<file path="src/rtl/evp_pkg.sv">
package evp_pkg;
   localparam int REG_AW = 4;

   localparam logic [REG_AW-1:0] A_CTRL   = 4'd0;
   localparam logic [REG_AW-1:0] A_ENSET  = 4'd1;
   localparam logic [REG_AW-1:0] A_ENCLR  = 4'd2;
   localparam logic [REG_AW-1:0] A_OVS    = 4'd3;
   localparam logic [REG_AW-1:0] A_INTSET = 4'd4;
   localparam logic [REG_AW-1:0] A_INTCLR = 4'd5;
   localparam logic [REG_AW-1:0] A_SWINC  = 4'd6;
   localparam logic [REG_AW-1:0] A_CNT0   = 4'd8;
   localparam logic [REG_AW-1:0] A_TYP0   = 4'd12;

   localparam int MAX_CNT = 4;

   localparam logic [7:0] EV_SWINC = 8'h00;
   localparam logic [7:0] EV_CHAIN = 8'h1E;
   localparam logic [7:0] EV_EXT   = 8'h13;

   localparam int CB_EN    = 0;
   localparam int CB_EVRST = 1;
   localparam int CB_CYRST = 2;
   localparam int CB_LONG  = 7;
   localparam int CB_NLSB  = 11;
   localparam int CTRL_W   = 16;

   typedef enum logic [1:0] {
      SRC_NONE  = 2'd0,
      SRC_SW    = 2'd1,
      SRC_CHAIN = 2'd2,
      SRC_EXT   = 2'd3
   } evp_src_e;
endpackage

</file>
<file path="src/rtl/evp_ctrl.sv">
module evp_ctrl
   import evp_pkg::*;
#(
   parameter int NUM_CNT = 2
) (
   input  logic              clk,
   input  logic              rst_n,
   input  logic              wr_ctrl,
   input  logic [CTRL_W-1:0] wdata,
   output logic [CTRL_W-1:0] ctrl_rd,
   output logic              glob_en,
   output logic              long_mode,
   output logic              cnt_clr
);
   localparam logic [7:0] PULSE_MASK = 8'((1 << CB_EVRST) | (1 << CB_CYRST));
   localparam logic [4:0] NFIELD     = 5'(NUM_CNT);

   logic [7:0] ctrl_q;

   always_ff @(posedge clk or negedge rst_n) begin
      if (!rst_n) begin
         ctrl_q <= '0;
      end else if (wr_ctrl) begin
         ctrl_q <= wdata[7:0] & ~PULSE_MASK;
      end
   end

   assign cnt_clr   = wr_ctrl & wdata[CB_EVRST];
   assign glob_en   = ctrl_q[CB_EN];
   assign long_mode = ctrl_q[CB_LONG];
   assign ctrl_rd   = {NFIELD, 3'b000, ctrl_q};
endmodule

</file>
<file path="src/rtl/evp_bitreg.sv">
module evp_bitreg #(
   parameter int W = 2
) (
   input  logic         clk,
   input  logic         rst_n,
   input  logic         set_we,
   input  logic         clr_we,
   input  logic [W-1:0] bits,
   input  logic [W-1:0] hw_set,
   output logic [W-1:0] q
);
   logic [W-1:0] set_m;
   logic [W-1:0] clr_m;

   assign set_m = set_we ? bits : '0;
   assign clr_m = clr_we ? bits : '0;

   always_ff @(posedge clk or negedge rst_n) begin
      if (!rst_n) begin
         q <= '0;
      end else begin
         q <= (q & ~clr_m) | set_m | hw_set;
      end
   end
endmodule

</file>
<file path="src/rtl/evp_counter.sv">
module evp_counter #(
   parameter int CNT_W = 64,
   parameter int LOW_W = 32
) (
   input  logic             clk,
   input  logic             rst_n,
   input  logic             clr,
   input  logic             we,
   input  logic [CNT_W-1:0] wdata,
   input  logic             inc,
   input  logic             long_mode,
   output logic [CNT_W-1:0] q,
   output logic             ovf
);
   logic at_wrap;

   generate
      if (LOW_W < CNT_W) begin : g_split
         logic low_ones;
         logic all_ones;
         assign low_ones = &q[LOW_W-1:0];
         assign all_ones = &q;
         assign at_wrap  = long_mode ? all_ones : low_ones;
      end else begin : g_full
         logic unused_mode;
         assign unused_mode = long_mode;
         assign at_wrap     = &q;
      end
   endgenerate

   assign ovf = inc & ~we & ~clr & at_wrap;

   always_ff @(posedge clk or negedge rst_n) begin
      if (!rst_n) begin
         q <= '0;
      end else if (clr) begin
         q <= '0;
      end else if (we) begin
         q <= wdata;
      end else if (inc) begin
         q <= q + CNT_W'(1);
      end
   end
endmodule

</file>
<file path="src/rtl/evp_pair_pmu.sv">
module evp_pair_pmu
   import evp_pkg::*;
#(
   parameter int NUM_CNT = 2,
   parameter int CNT_W   = 64,
   parameter int LOW_W   = 32,
   parameter int TYPE_W  = 8
) (
   input  logic              clk,
   input  logic              rst_n,
   input  logic              wr_en,
   input  logic [REG_AW-1:0] wr_addr,
   input  logic [CNT_W-1:0]  wr_data,
   input  logic [REG_AW-1:0] rd_addr,
   output logic [CNT_W-1:0]  rd_data,
   input  logic [NUM_CNT-1:0] ev_pulse,
   output logic              irq
);
   generate
      if (NUM_CNT < 2 || NUM_CNT > MAX_CNT || (NUM_CNT % 2) != 0) begin : g_bad_n
         $error("NUM_CNT must be 2 or 4");
      end
      if (LOW_W < 1 || LOW_W > CNT_W || CNT_W < CTRL_W) begin : g_bad_w
         $error("counter widths out of range");
      end
      if (TYPE_W != 8) begin : g_bad_t
         $error("TYPE_W must be 8");
      end
   endgenerate

   logic [CTRL_W-1:0]  ctrl_rd;
   logic               glob_en;
   logic               long_mode;
   logic               cnt_clr;
   logic [NUM_CNT-1:0] en_q;
   logic [NUM_CNT-1:0] inten_q;
   logic [NUM_CNT-1:0] ovs_q;
   logic [NUM_CNT-1:0] ovf;
   logic [NUM_CNT-1:0] inc;
   logic [NUM_CNT-1:0] sw_hit;
   logic [NUM_CNT-1:0] chain_ev;
   logic [CNT_W-1:0]   cnt_q [NUM_CNT];
   logic [TYPE_W-1:0]  typ_q [NUM_CNT];
   logic               wr_ctrl;
   logic               wr_swinc;

   assign wr_ctrl  = wr_en && (wr_addr == A_CTRL);
   assign wr_swinc = wr_en && (wr_addr == A_SWINC);
   assign sw_hit   = wr_swinc ? wr_data[NUM_CNT-1:0] : '0;

   evp_ctrl #(.NUM_CNT(NUM_CNT)) i_ctrl (
      .clk       (clk),
      .rst_n     (rst_n),
      .wr_ctrl   (wr_ctrl),
      .wdata     (wr_data[CTRL_W-1:0]),
      .ctrl_rd   (ctrl_rd),
      .glob_en   (glob_en),
      .long_mode (long_mode),
      .cnt_clr   (cnt_clr)
   );

   evp_bitreg #(.W(NUM_CNT)) i_en (
      .clk    (clk),
      .rst_n  (rst_n),
      .set_we (wr_en && (wr_addr == A_ENSET)),
      .clr_we (wr_en && (wr_addr == A_ENCLR)),
      .bits   (wr_data[NUM_CNT-1:0]),
      .hw_set ('0),
      .q      (en_q)
   );

   evp_bitreg #(.W(NUM_CNT)) i_inten (
      .clk    (clk),
      .rst_n  (rst_n),
      .set_we (wr_en && (wr_addr == A_INTSET)),
      .clr_we (wr_en && (wr_addr == A_INTCLR)),
      .bits   (wr_data[NUM_CNT-1:0]),
      .hw_set ('0),
      .q      (inten_q)
   );

   evp_bitreg #(.W(NUM_CNT)) i_ovs (
      .clk    (clk),
      .rst_n  (rst_n),
      .set_we (1'b0),
      .clr_we (wr_en && (wr_addr == A_OVS)),
      .bits   (wr_data[NUM_CNT-1:0]),
      .hw_set (ovf),
      .q      (ovs_q)
   );

   for (genvar i = 0; i < NUM_CNT; i++) begin : g_cnt
      localparam logic [REG_AW-1:0] CNT_ADDR = A_CNT0 + REG_AW'(i);
      localparam logic [REG_AW-1:0] TYP_ADDR = A_TYP0 + REG_AW'(i);
      evp_src_e src;
      logic     src_hit;

      if ((i % 2) == 1) begin : g_odd
         assign chain_ev[i] = ovf[i-1] & ~long_mode;
      end else begin : g_even
         assign chain_ev[i] = 1'b0;
      end

      always_ff @(posedge clk or negedge rst_n) begin
         if (!rst_n) begin
            typ_q[i] <= '0;
         end else if (wr_en && (wr_addr == TYP_ADDR)) begin
            typ_q[i] <= wr_data[TYPE_W-1:0];
         end
      end

      always_comb begin
         unique case (typ_q[i])
            EV_SWINC: src = SRC_SW;
            EV_CHAIN: src = SRC_CHAIN;
            EV_EXT:   src = SRC_EXT;
            default:  src = SRC_NONE;
         endcase
      end

      always_comb begin
         unique case (src)
            SRC_SW:    src_hit = sw_hit[i];
            SRC_CHAIN: src_hit = chain_ev[i];
            SRC_EXT:   src_hit = ev_pulse[i];
            default:   src_hit = 1'b0;
         endcase
      end

      assign inc[i] = glob_en & en_q[i] & src_hit;

      evp_counter #(.CNT_W(CNT_W), .LOW_W(LOW_W)) i_counter (
         .clk       (clk),
         .rst_n     (rst_n),
         .clr       (cnt_clr),
         .we        (wr_en && (wr_addr == CNT_ADDR)),
         .wdata     (wr_data),
         .inc       (inc[i]),
         .long_mode (long_mode),
         .q         (cnt_q[i]),
         .ovf       (ovf[i])
      );
   end

   assign irq = |(ovs_q & inten_q);

   always_comb begin
      rd_data = '0;
      unique case (rd_addr)
         A_CTRL:            rd_data = CNT_W'(ctrl_rd);
         A_ENSET, A_ENCLR:  rd_data = CNT_W'(en_q);
         A_OVS:             rd_data = CNT_W'(ovs_q);
         A_INTSET, A_INTCLR: rd_data = CNT_W'(inten_q);
         default: begin
            for (int k = 0; k < NUM_CNT; k++) begin
               if (rd_addr == A_CNT0 + REG_AW'(k)) rd_data = cnt_q[k];
               if (rd_addr == A_TYP0 + REG_AW'(k)) rd_data = CNT_W'(typ_q[k]);
            end
         end
      endcase
   end
endmodule

</file>
<file path="config.mk">
export PLATFORM = sky130hd
export DESIGN_NAME = evp_pair_pmu
export DESIGN_NICKNAME = d
export VERILOG_FILES = /design/src/rtl/evp_pkg.sv /design/src/rtl/evp_ctrl.sv /design/src/rtl/evp_bitreg.sv /design/src/rtl/evp_counter.sv /design/src/rtl/evp_pair_pmu.sv
export SDC_FILE = /design/constraint.sdc
export NUM_CORES = 1
export LEC_CHECK = 0
export ABC_AREA = 1
export CORE_ASPECT_RATIO = 0.5
export CORE_MARGIN = 2
export CORE_UTILIZATION = 30
export CTS_CLUSTER_SIZE = 14
export DETAILED_ROUTE_END_ITERATION = 6
export PLACE_DENSITY = 0.5
export RECOVER_POWER = 100
export SYNTH_ARGS = -nofsm -noshare
export SYNTH_HDL_FRONTEND = slang
export SYNTH_SLANG_ARGS = --single-unit
</file>
<file path="constraint.sdc">
create_clock -name clk -period 2.5 [get_ports clk]
set_input_delay 0.5 -clock clk [delete_from_list [all_inputs] [get_ports clk]]
set_output_delay 0.5 -clock clk [all_outputs]
set_load 0.05 [all_outputs]
</file>
==> key figures, run 1 <==
Run status
  • Status: finished, final reports clean

Die
  • # rows: 53
  • Die Area: 44,700 um^2
  • DIE WIDTH: 297 um
  • Die Ht: around 150 um
  • Core Region: about 42,000 um^2
  • Ports: 142
  • Initial core utilization: between 30% and 40%

Pwr
  • Clk pwr share: 26.0%
  • Peak VDD IR: around 0.54 mV
  • P per Cell Area: approximately 620 nW/um^2
  • Net switching power: 4.75 mW
  • Reg power frac: 37.3%
  • Leakage: 7.30 nW
  • Internal power: 5.73 mW
  • Net Sw Frac: 45.3%
  • Comb pwr share: 36.7%
  • Total power: 10.5 mW

STA
  • Slew HR: 23.0%
  • Fin worst setup slack: 0.0392 ns
  • Final Setup Violations: 0
  • Achievable Freq: 0.406 GHz
  • Final setup TNS: 0 ns
  • Hold Fails Final Rpt: 0
  • Final Cycle Share: approximately 100%
  • Post-route clock skew: 0.0206 ns
  • WHS: between 0.4 and 0.5 ns
  • Slew Viols, Final: 0
  • Final min period: between 2 and 2.5 ns
  • Worst slew pin tran: 1.15 ns

Clock tree
  • Clock latency on the worst-skew pair: 0.47 ns
  • CTS Sinks: 156
  • Clock transition at the registers of the reported paths: 0.08 ns
  • Root buffer cell: clkbuf_16
  • CTS tree: yes
  • CTS max path bufs: 2
  • TritonCTS Buffers: 17
  • Htree depth: 4

Logic synthesis
  • Top FF cell, synth: dfrtp_1
  • Top cells by count, synth: nand2_1, inv_1, nor2_1
  • Mapped Nets: 2,021
  • Register bit total from synthesis: 156
  • Most common cell in the netlist: nand2_1
  • Post-synth EDFFs: 0
  • Post-synth top area share: 30.3%
  • Syn Inst Count: 1,942
  • Leading area contributor after synthesis: dfrtp_1
  • Synth Area per Inst: 6.63 um^2
  • Mapped cell area: around 13,000 um^2
  • Async S/R FF share, synth: 100%
  • Synth unique cells: 49
  • Yosys warnings: 0
  • Register area share after synthesis: a little under a third
  • Dominant cells by area after synthesis: dfrtp_1, nand2_1, o21ai_0

Final layout
  • Fill count: ~4,500
  • Finished Cell Area: 17,000 um^2
  • Utilization after layout: 40.3%
  • Proportion of layout cells with a drive suffix above 1: between 10% and 20%
  • Non-filler instance count after layout: between 2,000 and 3,000
  • Synthesis-to-layout area growth: 31.9%
  • Register area: 3910 um^2
  • Final #Nets: 2,272
  • Area of the multi-input gates: 7880 um^2

Worst setup path
  • Worst path slowest cell: clkdlybuf4s50_1
  • Crit path DAT: between 1.5 and 2 ns
  • Critical Path RT: about 2.0 ns
  • Crit Path Max Fanout: 2
  • Slowest stage delay, CP: 0.83 ns
  • CP Cell Sequence: inv_1 -> o22ai_1 -> clkdlybuf4s50_1
  • Crit path capture type: output port
  • Startpoint types: flip-flop
  • Crit Path Category: reg2out

Routing
  • Vias per inst: 5.45
  • Routed wire per std cell: around 24 um
  • Detailed Route WL: 68,000 um
  • # DRC: 0
  • Initial drt markers: 1,885
  • Detail Route Antenna Nets: 0
  • Via count: 15,200
  • Pre-Repair DR Iteration Count: 6

GRT
  • Number of global-route vias before repair: 13,600
  • Pin count of the biggest net entering global routing: 52
  • First-pass GRT wire length: 96,300 um
  • Total track usage: between 30% and 40%
  • GR Overflow Total: 0
  • Initial antenna violation count: 6

Placement
  • Post-DP HPWL: 56,400 um
  • Gpl congestion: 1.04
  • Placed cells: 2,748
  • Area after DPL: 16,600 um^2
  • Port buffer count: around 140
  • Pre-CTS setup slack: -0.414 ns

Job
  • Max-cap viol count: 0

Min path
  • Worst hold path type: reg2reg
==> state kept, by name, summed over array words and instances (netlist names) <==
signal	cells
g_cnt.i_counter.q	128
i_ctrl.ctrl_q	6
i_en.q	2
i_inten.q	2
i_ovs.q	2
typ_q	16
==> cells in the final DEF, fill, tap and decap left out, types with 7 or more instances in the layout <==
cell type	instances
nand2_1	468
inv_1	218
nor2_1	205
o21ai_0	178
dfrtp_1	155
buf_4	129
nand3_1	103
nor3_1	78
xor2_1	76
clkdlybuf4s50_1	70
a21oi_1	68
nand3_2	56
buf_12	43
nand4_1	39
o211ai_1	33
o22ai_2	30
o22ai_1	30
clkbuf_4	25
clkbuf_2	18
clkbuf_16	17
a211oi_1	15
clkbuf_1	11
nor2_2	10
nand2_2	9
o21ai_2	9
a31oi_1	9
nor2_4	8
o21ai_1	7
nor4_1	7
==> layer usage <==
metal	routed length [um]	vias up	GRT usage (%)
met5	0	-	0
met4	1310	0	6.46
met3	8750	73	11.1
met2	26100	786	40.2
met1	31900	7333	44.8
li1	-	6978	-
==> cell families (layout without fill, tap and decap cells) <==
family | Yosys count | count (layout) | share of synthesized area, %
buffers and inverters | 306 | 570 | 10.5
DFF | 156 | 156 | 30.3
AOI/OAI and AO/OA | 394 | 394 | 17.3
and+or+nand+nor | 1004 | 1004 | 36.3
xor gates and xnor gates | 80 | 80 | 5.45
other | 0 | 1 | 0
adders and majority gates | 2 | 2 | 0.194
==> area by class of cell <==
type / count / area share (%)
diodes: 1 / 0.0147
clock buffers: 17 / 2.51
clock inverters: 15 / 0.943
inverters: 226 / 5.01
multi-input cells: 1480 / 46.4
flip-flops and latches: 156 / 23.0
well taps: 577 / 4.25
repair buffers: 312 / 17.9
==> power groups by stage <==
stage / Sequential (mW) / Clock (mW) / Combinational, mW
2_1_floorplan: 3.68 / 0 / 2.05
3_3_place_gp: 3.91 / 0 / 3.74
3_5_place_dp: 3.91 / 0 / 3.74
6_report: 3.91 / 2.72 / 3.85
5_1_grt: 3.98 / 2.86 / 4.12
4_1_cts: 3.87 / 2.75 / 3.78
==> path summary, 6_finish.rpt <==
path / startpoint / endpoint / slack (ns) / depth (start not counted)
setup / recovery: i_inten.q[0] / irq / 0.04 / 3
hold / removal: typ_q[6] / typ_q[6] / 0.50 / 2
setup reg to reg: g_cnt[1].i_counter.q[24] / g_cnt[1].i_counter.q[25] / 0.12 / 10
hold reg to reg: typ_q[6] / typ_q[6] / 0.50 / 2
max in group asynchronous: rst_n / g_cnt[1].i_counter.q[45] / 0.45 / 3
min in group asynchronous: rst_n / g_cnt[1].i_counter.q[8] / 0.76 / 2
==> repair_timing <==
action / CTS / global route
endpoints found under the setup margin: 64 / 67
cloned: 0 / 1
setup buffers: 1 / 1
hold buffers: 1 / 0
endpoints found under the hold margin: 36 / 0
gates resized for setup: 38 / 12
pin swaps: 3 / 3
==> worst max-delay path, delay by kind of cell (launching register included) <==
kind	cells	cell delay [ns]
buffers and inverters	2	0.93
flip-flops	1	0.37
AO/OA/AOI/OAI	1	0.19
Power figures use the tool's default switching activity.
==> run 2, diff against run 1 <==
- CTS_CLUSTER_DIAMETER: default -> 150
==> results of run 2 <==
The final DEF is identical to that of run 1; final timing and power are the same.
